`config.mk`:
```
export PLATFORM = sky130hd
export DESIGN_NAME = quad_bank_front
export DESIGN_NICKNAME = d
export VERILOG_FILES = /design/src/rtl/qbf_pkg.sv /design/src/rtl/qbf_port_decode.sv /design/src/rtl/qbf_prio_arb.sv /design/src/rtl/quad_bank_front.sv
export SDC_FILE = /design/constraint.sdc
export NUM_CORES = 1
export LEC_CHECK = 0
export BUFFER_PORTS_ARGS = -buffer_cell sky130_fd_sc_hd__buf_2
export CAP_MARGIN = 20
export CORE_AREA = 4 4 148 150
export CTS_CLUSTER_SIZE = 25
export DETAILED_ROUTE_END_ITERATION = 8
export DIE_AREA = 0 0 152 154
export HOLD_SLACK_MARGIN = 0.05
export PLACE_DENSITY = 0.63
export SLEW_MARGIN = 20
export SYNTH_ARGS = -nofsm -noshare
export SYNTH_HDL_FRONTEND = slang
export SYNTH_SLANG_ARGS = --single-unit
```
`constraint.sdc`:
```
create_clock -name clk -period 2.3 [get_ports clk]
set_input_delay 0.115 -clock clk [delete_from_list [all_inputs] [get_ports clk]]
set_output_delay 0.115 -clock clk [all_outputs]
set_load 0.01 [all_outputs]
```
`src/rtl/qbf_pkg.sv`:
```
package qbf_pkg;
    // Bus word address: bus bit n sits on index (35 - n)
    localparam int BUS_AW  = 18;
    localparam int IDX_AW  = 14;
    localparam int TAG_W   = BUS_AW - IDX_AW;

    typedef enum logic [1:0] {
        ST_IDLE   = 2'd0,
        ST_ACCESS = 2'd1,
        ST_FINISH = 2'd2
    } ctl_state_t;
endpackage

```
`src/rtl/qbf_port_decode.sv`:
```
module qbf_port_decode
    import qbf_pkg::*;
(
    input  logic              req,
    input  logic              en,
    input  logic [BUS_AW-1:0] addr,
    input  logic [TAG_W-1:0]  base,
    input  logic              lo_off,
    input  logic              hi_off,
    input  logic              ilv,
    output logic              hit,
    output logic [IDX_AW-1:0] iaddr
);
    logic [TAG_W-1:0] tag;
    logic             half_ok;

    always_comb begin
        if (ilv) begin
            // lowest bus bit joins the region compare; bus bit 21 drops to the bottom
            tag   = {addr[BUS_AW-1:IDX_AW+1], addr[0]};
            iaddr = {addr[IDX_AW-1:1], addr[IDX_AW]};
        end else begin
            tag   = addr[BUS_AW-1:IDX_AW];
            iaddr = addr[IDX_AW-1:0];
        end
        half_ok = iaddr[IDX_AW-1] ? !hi_off : !lo_off;
        hit     = req && en && (tag == base) && half_ok;
    end
endmodule

```
`src/rtl/qbf_prio_arb.sv`:
```
module qbf_prio_arb #(
    parameter int NPORT = 4,
    localparam int PW   = (NPORT > 1) ? $clog2(NPORT) : 1
) (
    input  logic [NPORT-1:0] hit,
    output logic             any,
    output logic [PW-1:0]    idx
);
    always_comb begin
        any = 1'b0;
        idx = '0;
        for (int i = NPORT - 1; i >= 0; i--) begin
            if (hit[i]) begin
                any = 1'b1;
                idx = PW'(i);
            end
        end
    end
endmodule

```
`src/rtl/quad_bank_front.sv`:
```
module quad_bank_front
    import qbf_pkg::*;
#(
    parameter int NPORT   = 4,
    parameter int DW      = 36,
    parameter int ACC_CYC = 4,
    localparam int PW     = (NPORT > 1) ? $clog2(NPORT) : 1,
    localparam int CW     = $clog2(ACC_CYC + 1)
) (
    input  logic                          clk,
    input  logic                          rst_n,
    input  logic [NPORT-1:0]              cfg_en,
    input  logic [NPORT-1:0][TAG_W-1:0]   cfg_base,
    input  logic [NPORT-1:0]              cfg_lo_off,
    input  logic [NPORT-1:0]              cfg_hi_off,
    input  logic [NPORT-1:0]              cfg_ilv,
    input  logic [NPORT-1:0]              p_req,
    input  logic [NPORT-1:0][BUS_AW-1:0]  p_addr,
    input  logic [NPORT-1:0]              p_wr,
    input  logic [NPORT-1:0][DW-1:0]      p_wdata,
    output logic [NPORT-1:0]              p_ack,
    output logic [DW-1:0]                 p_rdata,
    output logic [NPORT-1:0]              p_perr,
    output logic                          mem_en,
    output logic                          mem_we,
    output logic [IDX_AW-1:0]             mem_addr,
    output logic [DW:0]                   mem_wdata,
    input  logic [DW:0]                   mem_rdata
);
    logic [NPORT-1:0]             hit_v;
    logic [NPORT-1:0][IDX_AW-1:0] iaddr_v;
    logic                         any_hit;
    logic [PW-1:0]                win_idx;

    ctl_state_t        state_q;
    logic [CW-1:0]     cnt_q;
    logic [PW-1:0]     sel_q;
    logic              wr_q;
    logic [IDX_AW-1:0] addr_q;
    logic [DW-1:0]     wdata_q;
    logic [DW-1:0]     rdata_q;
    logic              perr_q;

    // Decoders are only consulted in ST_IDLE, so config is effectively sampled only there
    for (genvar g = 0; g < NPORT; g++) begin : g_dec
        qbf_port_decode u_dec (
            .req    (p_req[g]),
            .en     (cfg_en[g]),
            .addr   (p_addr[g]),
            .base   (cfg_base[g]),
            .lo_off (cfg_lo_off[g]),
            .hi_off (cfg_hi_off[g]),
            .ilv    (cfg_ilv[g]),
            .hit    (hit_v[g]),
            .iaddr  (iaddr_v[g])
        );
    end

    qbf_prio_arb #(.NPORT(NPORT)) u_arb (
        .hit (hit_v),
        .any (any_hit),
        .idx (win_idx)
    );

    // State register and access datapath
    always_ff @(posedge clk) begin
        if (!rst_n) begin
            state_q <= ST_IDLE;
            cnt_q   <= '0;
            sel_q   <= '0;
            wr_q    <= 1'b0;
            addr_q  <= '0;
            wdata_q <= '0;
            rdata_q <= '0;
            perr_q  <= 1'b0;
        end else begin
            unique case (state_q)
                ST_IDLE: begin
                    if (any_hit) begin
                        state_q <= ST_ACCESS;
                        cnt_q   <= '0;
                        sel_q   <= win_idx;
                        wr_q    <= p_wr[win_idx];
                        addr_q  <= iaddr_v[win_idx];
                        wdata_q <= p_wdata[win_idx];
                    end
                end
                ST_ACCESS: begin
                    if (cnt_q == CW'(ACC_CYC - 1)) begin
                        state_q <= ST_FINISH;
                        rdata_q <= mem_rdata[DW-1:0];
                        perr_q  <= (^mem_rdata) && !wr_q;
                    end else begin
                        cnt_q <= cnt_q + 1'b1;
                    end
                end
                ST_FINISH: begin
                    state_q <= ST_IDLE;
                end
                default: begin
                    state_q <= ST_IDLE;
                end
            endcase
        end
    end

    // Outputs
    always_comb begin
        mem_en          = (state_q == ST_ACCESS);
        mem_we          = mem_en && wr_q;
        mem_addr        = addr_q;
        mem_wdata       = {^wdata_q, wdata_q};
        p_ack           = '0;
        p_ack[sel_q]    = (state_q == ST_FINISH);
        p_rdata         = rdata_q;
        p_perr          = p_ack & {NPORT{perr_q}};
    end

    assert_ack_onehot_R6: assert property (@(posedge clk) disable iff (!rst_n)
        $onehot0(p_ack));

    assert_ack_pulse_R7: assert property (@(posedge clk) disable iff (!rst_n)
        (|p_ack) |=> (p_ack == '0));

    assert_addr_hold_R7: assert property (@(posedge clk) disable iff (!rst_n)
        (mem_en && $past(mem_en)) |-> ($stable(mem_addr) && $stable(mem_we)));

    assert_ack_after_access_R7: assert property (@(posedge clk) disable iff (!rst_n)
        (|p_ack) |-> ($past(mem_en) && !mem_en));

    assert_perr_with_ack_R9: assert property (@(posedge clk) disable iff (!rst_n)
        (|p_perr) |-> ((p_perr & p_ack) == p_perr));
endmodule

```
Yosys cells after proc, flatten, opt, wreduce, memory -nomap -nowiden

Cells that the tools add are included.

Register bits: 95
Input port bits: 295
Word-level logic and storage cells: 90

$lt $le $gt $ge: 3
$add $sub $neg: 1
Reductions and logical operators: 32
Equality and inequality tests: 10
Muxes and demuxes: 34
Bitwise operators: 2

Operator list:

| operator            | number |
|---|---|
| $bmux 36 s2         | 1 |
| $reduce_xor 37->1   | 1 |
| $mux 36             | 1 |
| $reduce_xor 36->1   | 1 |
| $bmux 14 s2         | 1 |
| $mux 1              | 18 |
| $eq 4x4->1          | 4 |
| $logic_and 1x1->1   | 15 |
| $mux 14             | 1 |
| $mux 2              | 6 |
| $logic_not 1->1     | 9 |
| $and 4x4->4         | 2 |
| $lt 2x3->1 const B  | 2 |
| $mux 3              | 2 |
| $pmux 3 s2          | 1 |
| $reduce_and 2->1    | 3 |
| $ne 2x2->1 const B  | 2 |
| $pmux 2 s2          | 1 |
| $add 3x1->3 const B | 1 |
| $eq 3x2->1 const B  | 1 |
| $reduce_and 3->1    | 1 |
| $bmux 1 s2          | 1 |
| $demux 1 s2         | 1 |
| $eq 2x1->1 const B  | 1 |
| other kinds (5)     | 5 |

Depth between registers and ports, before layout

Gate-level depths: netlist of run 1.

Word-level depth: 10
Gate-level depth with buffers: 11
Gate-level depth less buffers: 7

Cells and area by module

From an unflattened synthesis of run 1, not the netlist that was laid out.

Cells, all modules: 657
Area total of the unflattened synthesis: 6149.6 um^2

Modules (own cells, without submodules):

| module          | sequential area each (um^2) | area each (um^2) | cells each | instances |
|---|---|---|---|---|
| quad_bank_front | 1901.8                      | 5403.9           | 562        | 1 |
| qbf_port_decode | 0.0                         | 177.7            | 22         | 4 |
| qbf_prio_arb    | 0.0                         | 35.0             | 7          | 1 |

Worst setup path after synthesis of run 1

Ideal clock, no wire load.

Path kind: input-to-reg
Start point: input p_addr[35] in the netlist's numbering
End point: register wdata_q[11]
Setup time: 0.118 ns
Arrival time: 1.745 ns
Data required time: 2.182 ns
Path buffers: 3
Path slack: 0.437 ns
Stages on the path: 10
Path through: nor2b_1 > a2111oi_2 > nand4_1 > and2_1 > buf_2 > and3_1 > buf_2 > nand2_2 > buf_4 > o2bb2ai_1

Word-level cells in the longest chain between the ends: 7

Ends and longest elaborated chain:

| element                            | RTL line              | source |
|---|---|---|
| start: declaration                 | quad_bank_front.sv:18 | `input logic [NPORT-1:0][BUS_AW-1:0] p_addr,` |
| $eq 4x4->1 (*)                     | qbf_port_decode.sv:27 | `hit = req && en && (tag == base) && half_ok;` |
| $logic_and 1x1->1 (*) (2 in a row) | qbf_port_decode.sv:27 |  |
| $mux 2 (2 in a row)                | qbf_prio_arb.sv:13    | `if (hit[i]) begin` |
| $bmux 36 s2                        | quad_bank_front.sv:85 | `wdata_q <= p_wdata[win_idx];` |
| $mux 36 (implied by the code)      | quad_bank_front.sv:85 |  |
| end signal: assignment             | quad_bank_front.sv:85 |  |
| end: declaration                   | quad_bank_front.sv:40 | `logic [DW-1:0] wdata_q;` |

Every way passes the cells marked *; elsewhere a longest branch is shown, timed or not. The select of a mux whose other input is x is not followed.
A chain may end at the register's enable or synchronous reset.

Worst setup path after layout of run 1

Start point: input p_addr[70] in the netlist's numbering
End point: register addr_q[3] (netlist: mem_addr[3])

Word-level cells in the longest chain between the ends: 9

Ends and longest elaborated chain:

| element                            | RTL line              | source |
|---|---|---|
| $eq 4x4->1 (*)                     | qbf_port_decode.sv:27 |  |
| $logic_and 1x1->1 (*) (2 in a row) | qbf_port_decode.sv:27 |  |
| $mux 2 (4 in a row)                | qbf_prio_arb.sv:13    |  |
| $bmux 14 s2                        | quad_bank_front.sv:84 | `addr_q <= iaddr_v[win_idx];` |
| $mux 14 (implied by the code)      | quad_bank_front.sv:84 |  |
| end signal: assignment             | quad_bank_front.sv:84 |  |
| end: declaration                   | quad_bank_front.sv:39 | `logic [IDX_AW-1:0] addr_q;` |

Marks and branches as above.

==> impl_metrics.csv, run 1 <==
group,metric,value,unit
outcome,outcome,"finished clean",
synth,synth.yosys.seq_area_share,32.9,%
detailed_routing,drt-pass1-iter-count,5,
finish,final_nets,1422,
placement,dp.cells,1325,
power_and_ir_drop,swShare,28.3,%
placement,pre_cts_ws,175,ps
critical_path,worstPathArrival,2360,ps
detailed_routing,dr.first_iter.drc_count,259,
critical_path,crit_family,"buffers and inverters",
placement,gp_congestion,0.892,
synth,synth.area.top_cells,"dfxtp_1 33%, xnor2_1 9.4%, mux2i_1 6.7%",
detailed_routing,drc_errors,0,
timing,tightest_slew,864,ps
critical_path,crit_buf_inv,3,
floorplanning,io_pins,392,
power_and_ir_drop,power_frac_clock,36.0,%
detailed_routing,vias,6931,
floorplanning,num_rows,53,
detailed_routing,wirelength,26.0,mm
clock_network,clock-sinks,95,
timing,worst_slack,171,ps
critical_path,cp-end-kind,"flop",
synth,yosysUniqueCellTypes,50,
synth,synth.net_count,985,
timing,report.final.hold_viol_count,0,
timing,fin_crit,2130,ps
timing,final.setup.tns,0,ps
timing,setup_viol,0,
power_and_ir_drop,pwr_density_cell,493,nW/um^2
clock_network,clk_latency,360,ps
floorplanning,die_w,152,microns
global_route,antenna_found_initial,6,
clock_network,clkSlewWorstSetupHoldPaths,70,ps
hold_path,hp-class,"in -> reg",
critical_path,cp.required,2530,ps
floorplanning,fp.coreArea,20700,sq um
placement,portBuffers,391,
clock_network,cts_max_level,3,
synth,synth_area_leader_cell,"dfxtp_1",
detailed_routing,wl_per_cell,18.4,microns
finish,drive_gt1_share,39.6,%
finish,mostFrequentLayoutCells,"391 x buf_2, 97 x nand2_1, 95 x dfxtp_1",
power_and_ir_drop,power_frac_seq,38.8,%
critical_path,cp_slowest_stage_delay,570,ps
detailed_routing,ant_nets,0,
synth,synth-edff-count,0,
power_and_ir_drop,p_int,3190,uW
critical_path,path_cells,"buf_2 > nor2b_4 > a2111oi_4 > nand4_2 > nand2b_1 > a21o_2 > buf_12 > mux2i_1 > dlygate4sd3_1 > a21boi_1",
job,maxCapViolations,0,
clock_network,ctsResizeCount,0,
power_and_ir_drop,p_comb_share,25.2,%
clock_network,numCtsBuffers,9,
synth,synth_flop_cell,"dfxtp_1",
critical_path,crit_fanout,26,
clock_network,post-cts-setup-buffer-count,0,
placement,hpwl,20.0,mm
timing,period_share,92.5,%
clock_network,clockRootBuffer,"clkbuf_16",
synth,synth-async-reset-ratio,0,%
synth,synth_cells,688,
critical_path,startpoint_type,"input pin",
timing,fin_skew,12.4,ps
power_and_ir_drop,ir_drop,320,uV
floorplanning,dieArea,23400,sq um
synth,synth_area_per_cell,8.41,sq um
synth,yosys_warnings,0,
global_route,grt_max_degree,82,
power_and_ir_drop,switching_power,1260,uW
timing,rsz0062_at_grt,"false",
detailed_routing,viasPerCell,4.92,
synth,ys_ff_latch,95,
floorplanning,dieHeight,154,microns
global_route,grt_pass1_vias,7001,
clock_network,cts_tree,"built",
timing,whs,60.1,ps
timing,finalMaxSlewViolations,0,
finish,layout_commonest_cell,"buf_2",
clock_network,clockBufferDepth,2,
synth,synth_area,5790,sq um
finish,final_cells,1408,
timing,relSlewSlack,42.4,%
timing,timing.fmax,0.470,GHz
global_route,grt-ovfl-total,0,
floorplanning,start_util,28.0,%
power_and_ir_drop,p_leak,0.00435,uW
global_route,grt_pass1_wl,38.9,mm
synth,synth_top_area_share,32.9,%
critical_path,criticalPathCategory,"in -> reg",
finish,area_delta_synth_final,55.8,%
global_route,gr-usage-all-layers,20.9,%
critical_path,slowest_stage,"dlygate4sd3_1",
## worst reg2reg max path: stages (launching register included)
cell	delay (ps)
dfxtp_1	360
ha_1	160
ha_1	280
and2_1	170
buf_4	350
nand2_1	130
a21boi_0	220
## power by group through the flow
| stage | registers [uW] | clock network, uW | logic, uW |
|---|---|---|---|
| after detailed placement | 1760 | 0 | 1030 |
| after CTS | 1720 | 1650 | 1120 |
| final | 1720 | 1600 | 1120 |
| after global placement | 1760 | 0 | 1030 |
| after floorplan | 1770 | 0 | 540 |
| after global routing | 1730 | 1700 | 1220 |
## final timing paths
kind	to	slack (ps)	start	cells after the start
setup reg to reg	p_rdata[16]$_SDFFE_PN0P_	560	cnt_q[0]$_SDFFE_PN0P_	6
setup / recovery	mem_addr[3]$_SDFFE_PN0P_	170	p_addr[70]	10
hold / removal	mem_addr[6]$_SDFFE_PN0P_	60	p_addr[60]	3
hold reg to reg	mem_addr[5]$_SDFFE_PN0P_	450	mem_addr[5]$_SDFFE_PN0P_	2
## area by class of cell
| type | count | area (sq um) |
|---|---|---|
| clock inverter | 5 | 65.1 |
| fill | 2048 | 11700 |
| timing repair buffer | 480 | 2810 |
| sequential | 95 | 1900 |
| clock buffer | 11 | 243 |
| tap | 275 | 344 |
| inverter | 8 | 30.0 |
| multi-input combinational | 531 | 3620 |
| antenna | 3 | 7.51 |
## metrics by stage
step / utilization [%] / instance area [sq um] / total power (uW)
after CTS: 43.6 / 9010 / 4490
after global placement: 39.0 / 8060 / 2790
final: 43.6 / 9020 / 4450
after floorplan: - / 5790 / 2310
after detailed placement: 39.0 / 8060 / 2800
after global routing: 43.6 / 9020 / 4660
## layer usage
metal	global-route usage, %	vias to the layer above	part of all wire [%]
met1	23.5	3210	39
met2	36.3	324	49
met5	0	-	0.14
met3	6.98	52	8.4
li1	-	3339	-
met4	8.95	6	3.6
## flip-flops by register name, indices dropped and copies added (netlist names)
name,flops
cnt_q,3
mem_addr,14
p_rdata,36
perr_q,1
sel_q,2
state_q,2
wdata_q,36
wr_q,1
## synthesized netlist by cell type (2+ instances only)
| cell type | instances |
|---|---|
| nand2_1 | 97 |
| dfxtp_1 | 95 |
| xnor2_1 | 62 |
| o21ai_0 | 58 |
| a21boi_0 | 43 |
| mux2i_1 | 39 |
| o22ai_1 | 37 |
| clkbuf_1 | 36 |
| o2bb2ai_1 | 30 |
| a21oi_1 | 22 |
| xor2_1 | 19 |
| a22oi_1 | 15 |
| a22o_1 | 14 |
| a21boi_1 | 13 |
| nor2_1 | 11 |
| o21ai_1 | 10 |
| buf_2 | 9 |
| nor2b_1 | 9 |
| inv_1 | 8 |
| and2_1 | 6 |
| nand3_1 | 5 |
| and3_1 | 4 |
| buf_1 | 4 |
| buf_6 | 4 |
| mux2_2 | 4 |
| nand2b_1 | 4 |
| a21o_1 | 3 |
| a221oi_1 | 2 |
| a222oi_1 | 2 |
| ha_1 | 2 |
| nor3_1 | 2 |
## logic make-up after synthesis
logic type	after synthesis	share of synthesized area, %
flops	95	32.9
simple gates	148	11.5
fa+ha+maj	2	0.432
mux	43	7.52
xor+xnor	82	12.6
buf+inv	62	4.80
compound gates	256	30.3
## timing repair
item | CTS | global route
hold buffers | 64 | 0
endpoints found under the setup margin | 0 | 0
endpoints found under the hold margin | 54 | 0
(Power assumes the default switching activity.)
==> inputs of run 2 (changes only) <==
--- a/config.mk
+++ b/config.mk
@@ -8,10 +8,10 @@
 export BUFFER_PORTS_ARGS = -buffer_cell sky130_fd_sc_hd__buf_2
 export CAP_MARGIN = 20
-export CORE_AREA = 4 4 148 150
+export CORE_AREA = 4 4 149 151
 export CTS_CLUSTER_SIZE = 25
 export DETAILED_ROUTE_END_ITERATION = 8
-export DIE_AREA = 0 0 152 154
+export DIE_AREA = 0 0 153 155
 export HOLD_SLACK_MARGIN = 0.05
-export PLACE_DENSITY = 0.63
+export PLACE_DENSITY = 0.64
 export SLEW_MARGIN = 20
 export SYNTH_ARGS = -nofsm -noshare
==> constraint.sdc (replaced) <==
create_clock -name clk -period 1.8 [get_ports clk]
set_input_delay 0.09 -clock clk [delete_from_list [all_inputs] [get_ports clk]]
set_output_delay 0.09 -clock clk [all_outputs]
set_load 0.02 [all_outputs]
==> impl_metrics.csv, run 2 (same netlist as run 1, synthesis figures left out) <==
group,metric,value,unit
critical_path,startpoint,"wdata_q[9]$_SDFFE_PN0P_",
critical_path,critPathMostFrequentCell,"xnor2_1",
critical_path,timing.rr.start,"state_q[0]$_SDFFE_PN0P_",
finish,fill_cells,2015,
timing,relSlewSlack,68.2,%
critical_path,cp.required,1710,ps
global_route,antenna_found_initial,4,
timing,worst_slack,-198,ps
placement,portBuffers,391,
global_route,grt_pass1_wl,39.4,mm
detailed_routing,ant_nets,0,
timing,setup_viol,1,
clock_network,numCtsBuffers,9,
critical_path,regToRegSetupSlack,190,ps
finish,area_delta_synth_final,71.0,%
placement,gp_congestion,0.922,
global_route,gr-usage-all-layers,20.6,%
critical_path,cp_slowest_stage_delay,350,ps
timing,report.final.hold_viol_count,0,
clock_network,clockBufferDepth,2,
critical_path,crit_end,"mem_wdata[36]",
timing,timing.fmax,0.501,GHz
timing,fin_crit,2000,ps
finish,final_nets,1477,
outcome,violations,"setup timing",
global_route,grt_max_degree,52,
finish,layout_commonest_cell,"buf_2",
timing,finalMaxSlewViolations,0,
floorplanning,fp.coreArea,20800,sq um
global_route,grt-ovfl-total,0,
critical_path,cp-end-kind,"output port",
detailed_routing,drt-pass1-iter-count,5,
floorplanning,io_pins,392,
placement,hpwl,20.0,mm
floorplanning,num_rows,53,
clock_network,clk_latency,360,ps
outcome,outcome,"finished with violations",
detailed_routing,viasPerCell,4.88,
timing,fin_skew,10.9,ps
timing,rsz0062_at_grt,"true",
floorplanning,die_w,153,microns
detailed_routing,dr.first_iter.drc_count,427,
finish,multi_input_area,3770,sq um
finish,diodes,0,
clock_network,clock-sinks,95,
power_and_ir_drop,pwr_density_cell,596,nW/um^2
critical_path,criticalPathCategory,"reg -> out",
floorplanning,dieArea,23700,sq um
detailed_routing,vias,7130,
hold_path,hp-class,"in -> reg",
timing,tightest_slew,472,ps
power_and_ir_drop,ir_drop,506,uV
detailed_routing,wl_per_cell,17.9,microns
timing,final.setup.tns,-198,ps
critical_path,reg2regPathDepth,6,
finish,mostFrequentLayoutCells,"379 x buf_2, 99 x dlygate4sd3_1, 96 x nand2_1",
finish,seqCellArea,1920,sq um
clock_network,cts_max_level,3,
floorplanning,dieHeight,155,microns
critical_path,startpoint_type,"flop",
global_route,grt_pass1_vias,7414,
floorplanning,start_util,27.8,%
critical_path,worstPathArrival,1910,ps
power_and_ir_drop,p_leak,0.00483,uW
critical_path,crit_fanout,3,
placement,pre_cts_ws,-177,ps
critical_path,path_cells,"xor2_1 > xnor2_1 > xnor2_2 > xnor2_1 > xnor2_1 > xnor2_1 > buf_4",
clock_network,cts_tree,"built",
clock_network,clockRootBuffer,"clkbuf_16",
critical_path,slowest_stage,"dfxtp_1",
finish,drive_gt1_share,41.5,%
clock_network,clkSlewWorstSetupHoldPaths,80,ps
detailed_routing,drc_errors,0,
timing,period_share,111,%
detailed_routing,wirelength,26.2,mm
job,maxCapViolations,0,
critical_path,timing.rr.end,"wdata_q[34]$_SDFFE_PN0P_",
## run 2: cell count changes in the layout (fill, tap and decap cells not counted), moves of 8 or more
| cell | before | now |
|---|---|---|
| xnor2_1 | 62 | 46 |
| dlymetal6s4s_1 | 0 | 8 |
| dlygate4sd3_1 | 64 | 99 |
| buf_12 | 2 | 14 |
| xnor2_2 | 0 | 16 |
| buf_2 | 391 | 379 |
| dfxtp_2 | 0 | 9 |
| buf_4 | 23 | 35 |
| dfxtp_1 | 95 | 85 |
## run 2: critical path: cells and delay by family (launching register included)
family	cells	cell delay [ps]
XOR/XNOR	6	1040
buffers and inverters	1	180
flip-flops	1	350
## run 2: worst min-delay path by stage
stage | start | endpoint | slack (ps) | cells past startpoint
final | p_wdata[78] | wdata_q[6]$_SDFFE_PN0P_ | 60 | 3
after global routing | p_wdata[95] | wdata_q[23]$_SDFFE_PN0P_ | 70 | 3
after CTS | p_wdata[90] | wdata_q[18]$_SDFFE_PN0P_ | 50 | 3
after detailed placement | mem_rdata[7] | p_rdata[7]$_SDFFE_PN0P_ | 370 | 3
after global placement | mem_rdata[26] | p_rdata[26]$_SDFFE_PN0P_ | 360 | 3
after floorplan | mem_rdata[10] | p_rdata[10]$_SDFFE_PN0P_ | 230 | 2
## run 2: repair_timing
action	4_1_cts	5_1_grt
pin swaps	9	18
gates resized for setup	12	29
endpoints found under the hold margin	81	0
hold buffers	107	0
endpoints found under the setup margin	1	7
setup buffers	1	0
## run 2: metal layers
metal  share of wire, %  track usage, %
met2                 51            37.3
met5              0.099               0
met4                2.5            5.69
met1                 39            24.1
met3                7.4            5.45
## run 2: stage by stage
stage                     hold WS [ps]  utilization, %  instances  power (uW)  area, sq um
after detailed placement           368            40.3       1346        3680         8380
after global placement             357            40.3       1346        3670         8380
after CTS                         50.7            47.1       1470        5930         9800
after global routing              66.1            47.6       1460        6180         9900
final                             63.0            47.6       1460        5900         9900
after floorplan                    235               -        688        3010         5810
## run 2: where the power goes
part | switching [uW] | total (uW) | internal, uW
combinational | 746 | 1690 | 945
clock | 1010 | 2000 | 998
sequential | 49.9 | 2200 | 2150
## run 2: layout make-up
| class | instances | area share [%] |
|---|---|---|
| multi-input cells | 531 | 38.1 |
| repair buffers | 535 | 35.7 |
| flip-flops and latches | 95 | 19.4 |
| well taps | 275 | 3.47 |
| clock buffers | 9 | 2.27 |
| clock inverters | 7 | 0.872 |
| inverters | 8 | 0.303 |
==> inputs of run 3 (changes only) <==
Settings changed: BUFFER_PORTS_ARGS -buffer_cell sky130_fd_sc_hd__buf_2 to not set, CORE_AREA 4 4 149 151 to 4 4 152 154, DIE_AREA 0 0 153 155 to 0 0 156 158, DONT_BUFFER_PORTS set to 1, PLACE_DENSITY 0.64 to 0.46.
==> impl_metrics.csv, run 3 (same netlist as run 1, synthesis figures left out) <==
group,metric,value,unit
outcome,violations,"setup timing",
detailed_routing,drt-pass1-iter-count,5,
global_route,gr-usage-all-layers,19.5,%
critical_path,worstPathArrival,1930,ps
critical_path,timing.rr.start,"state_q[0]$_SDFFE_PN0P_",
power_and_ir_drop,pwr_density_cell,658,nW/um^2
floorplanning,fp.coreArea,21700,sq um
critical_path,timing.rr.end,"wdata_q[26]$_SDFFE_PN0P_",
floorplanning,dieArea,24600,sq um
critical_path,crit_fanout,2,
critical_path,cp-end-kind,"output port",
timing,setup_viol,1,
timing,tightest_slew,394,ps
power_and_ir_drop,ir_drop,456,uV
detailed_routing,ant_nets,0,
critical_path,reg2regPathDepth,6,
clock_network,clockBufferDepth,2,
clock_network,cts_tree,"built",
hold_path,hold_path.startpoint,"p_wdata[15]",
detailed_routing,vias,5836,
finish,final_nets,1143,
floorplanning,num_rows,54,
finish,mostFrequentLayoutCells,"126 x dlygate4sd3_1, 97 x nand2_1, 86 x dfxtp_1",
critical_path,startpoint_type,"flop",
timing,fin_crit,2020,ps
timing,final.setup.tns,-215,ps
floorplanning,io_pins,392,
critical_path,cp.required,1710,ps
clock_network,clock-sinks,95,
global_route,antenna_found_initial,5,
finish,fin_area,8310,sq um
clock_network,clk_latency,350,ps
floorplanning,die_w,156,microns
detailed_routing,dr.first_iter.drc_count,290,
finish,seqCellArea,1910,sq um
timing,period_share,112,%
power_and_ir_drop,totalPowerFinal,5460,uW
placement,portBuffers,0,
placement,gp_congestion,0.852,
timing,report.final.hold_viol_count,0,
detailed_routing,drc_errors,0,
timing,timing.fmax,0.496,GHz
hold_path,hp-class,"in -> reg",
placement,dp.cells,989,
finish,fill_cells,2234,
floorplanning,dieHeight,158,microns
global_route,grt_pass1_wl,36.7,mm
timing,fin_skew,8.86,ps
global_route,grt-ovfl-total,0,
timing,relSlewSlack,73.6,%
global_route,grt_pass1_vias,6088,
outcome,outcome,"finished with violations",
hold_path,holdPathEnd,"wdata_q[15]$_SDFFE_PN0P_",
critical_path,criticalPathCategory,"reg -> out",
finish,layout_commonest_cell,"dlygate4sd3_1",
job,maxCapViolations,0,
placement,place_area,6620,sq um
global_route,grt_max_degree,80,
hold_path,worstHoldPathCells,3,
finish,final_cells,1134,
detailed_routing,wl_per_cell,22.7,microns
timing,worst_slack,-215,ps
finish,drive_gt1_share,15.3,%
timing,rsz0062_at_grt,"true",
clock_network,clockRootBuffer,"clkbuf_16",
clock_network,clkSlewWorstSetupHoldPaths,80,ps
detailed_routing,viasPerCell,5.15,
critical_path,regToRegSetupSlack,150,ps
clock_network,cts_max_level,3,
timing,finalMaxSlewViolations,0,
placement,pre_cts_ws,-79.0,ps
power_and_ir_drop,p_leak,0.00328,uW
placement,hpwl,19.4,mm
floorplanning,start_util,26.7,%
detailed_routing,wirelength,25.8,mm
clock_network,numCtsBuffers,9,
finish,multi_input_area,3740,sq um
finish,area_delta_synth_final,43.5,%
-- run 3: cell count changes in the layout (fill, tap and decap cells not counted), sizes merged --
| cell | previous run | this run |
|---|---|---|
| dlymetal6s4s | 8 | 0 |
| dlygate4sd3 | 99 | 126 |
| diode | 0 | 3 |
| buf | 428 | 75 |
| inv | 11 | 10 |
| clkinv | 4 | 3 |
| clkbuf | 9 | 11 |
-- run 3: through the flow --
stage	util, %	hold WS, ps
after global placement	30.5	230
after CTS	38.2	50.5
after floorplan	-	235
after global routing	38.3	90.5
final	38.3	65.4
after detailed placement	30.5	230
-- run 3: metal layers --
metal | vias up | wire length [microns] | GRT usage, %
met5 | - | 14 | 0
met4 | 2 | 515 | 5.59
met3 | 28 | 2140 | 5.85
met2 | 261 | 13300 | 34.8
met1 | 2758 | 9800 | 22.6
li1 | 2787 | - | -
-- run 3: cell type report --
class	count	area share, %
multi-input combinational	531	45.0
clock buffer	11	2.80
clock inverter	5	0.512
tap	280	4.22
sequential	95	23.0
antenna	3	0.0903
inverter	8	0.361
timing repair buffer	201	24.0
-- run 3: repair_timing --
| item | 4_1_cts | 5_1_grt |
|---|---|---|
| resized for setup | 20 | 8 |
| cloned | 0 | 0 |
| hold buffers | 127 | 0 |
| pin swaps | 8 | 7 |
| endpoints found under the hold margin | 92 | 0 |
| endpoints found under the setup margin | 5 | 1 |
| buffers inserted | 0 | 0 |
-- run 3: worst max path at each step --
stage | startpoint | to | cells past startpoint
final | wdata_q[33]$_SDFFE_PN0P_ | mem_wdata[36] | 7
after global routing | wdata_q[6]$_SDFFE_PN0P_ | mem_wdata[36] | 7
after CTS | wdata_q[33]$_SDFFE_PN0P_ | mem_wdata[36] | 7
after detailed placement | p_addr[70] | wdata_q[12]$_SDFFE_PN0P_ | 8
after global placement | p_addr[70] | wdata_q[12]$_SDFFE_PN0P_ | 8
after floorplan | p_addr[35] | mem_addr[13]$_SDFFE_PN0P_ | 10
-- run 3: worst max-delay path, stage by stage (launching register included) --
cell,delay (ps)
dfxtp_2,340
xnor2_2,210
xnor2_1,160
xnor2_1,160
xnor2_1,120
xnor2_1,270
xnor2_1,160
buf_4,160
-- run 3: report_power, final --
| part | leakage [uW] | internal (uW) | switching (uW) | total (uW) |
|---|---|---|---|---|
| logic | 0.00237 | 732 | 606 | 1340 |
| clock network | 0.000136 | 960 | 945 | 1900 |
| registers | 0.000771 | 2150 | 67.7 | 2220 |
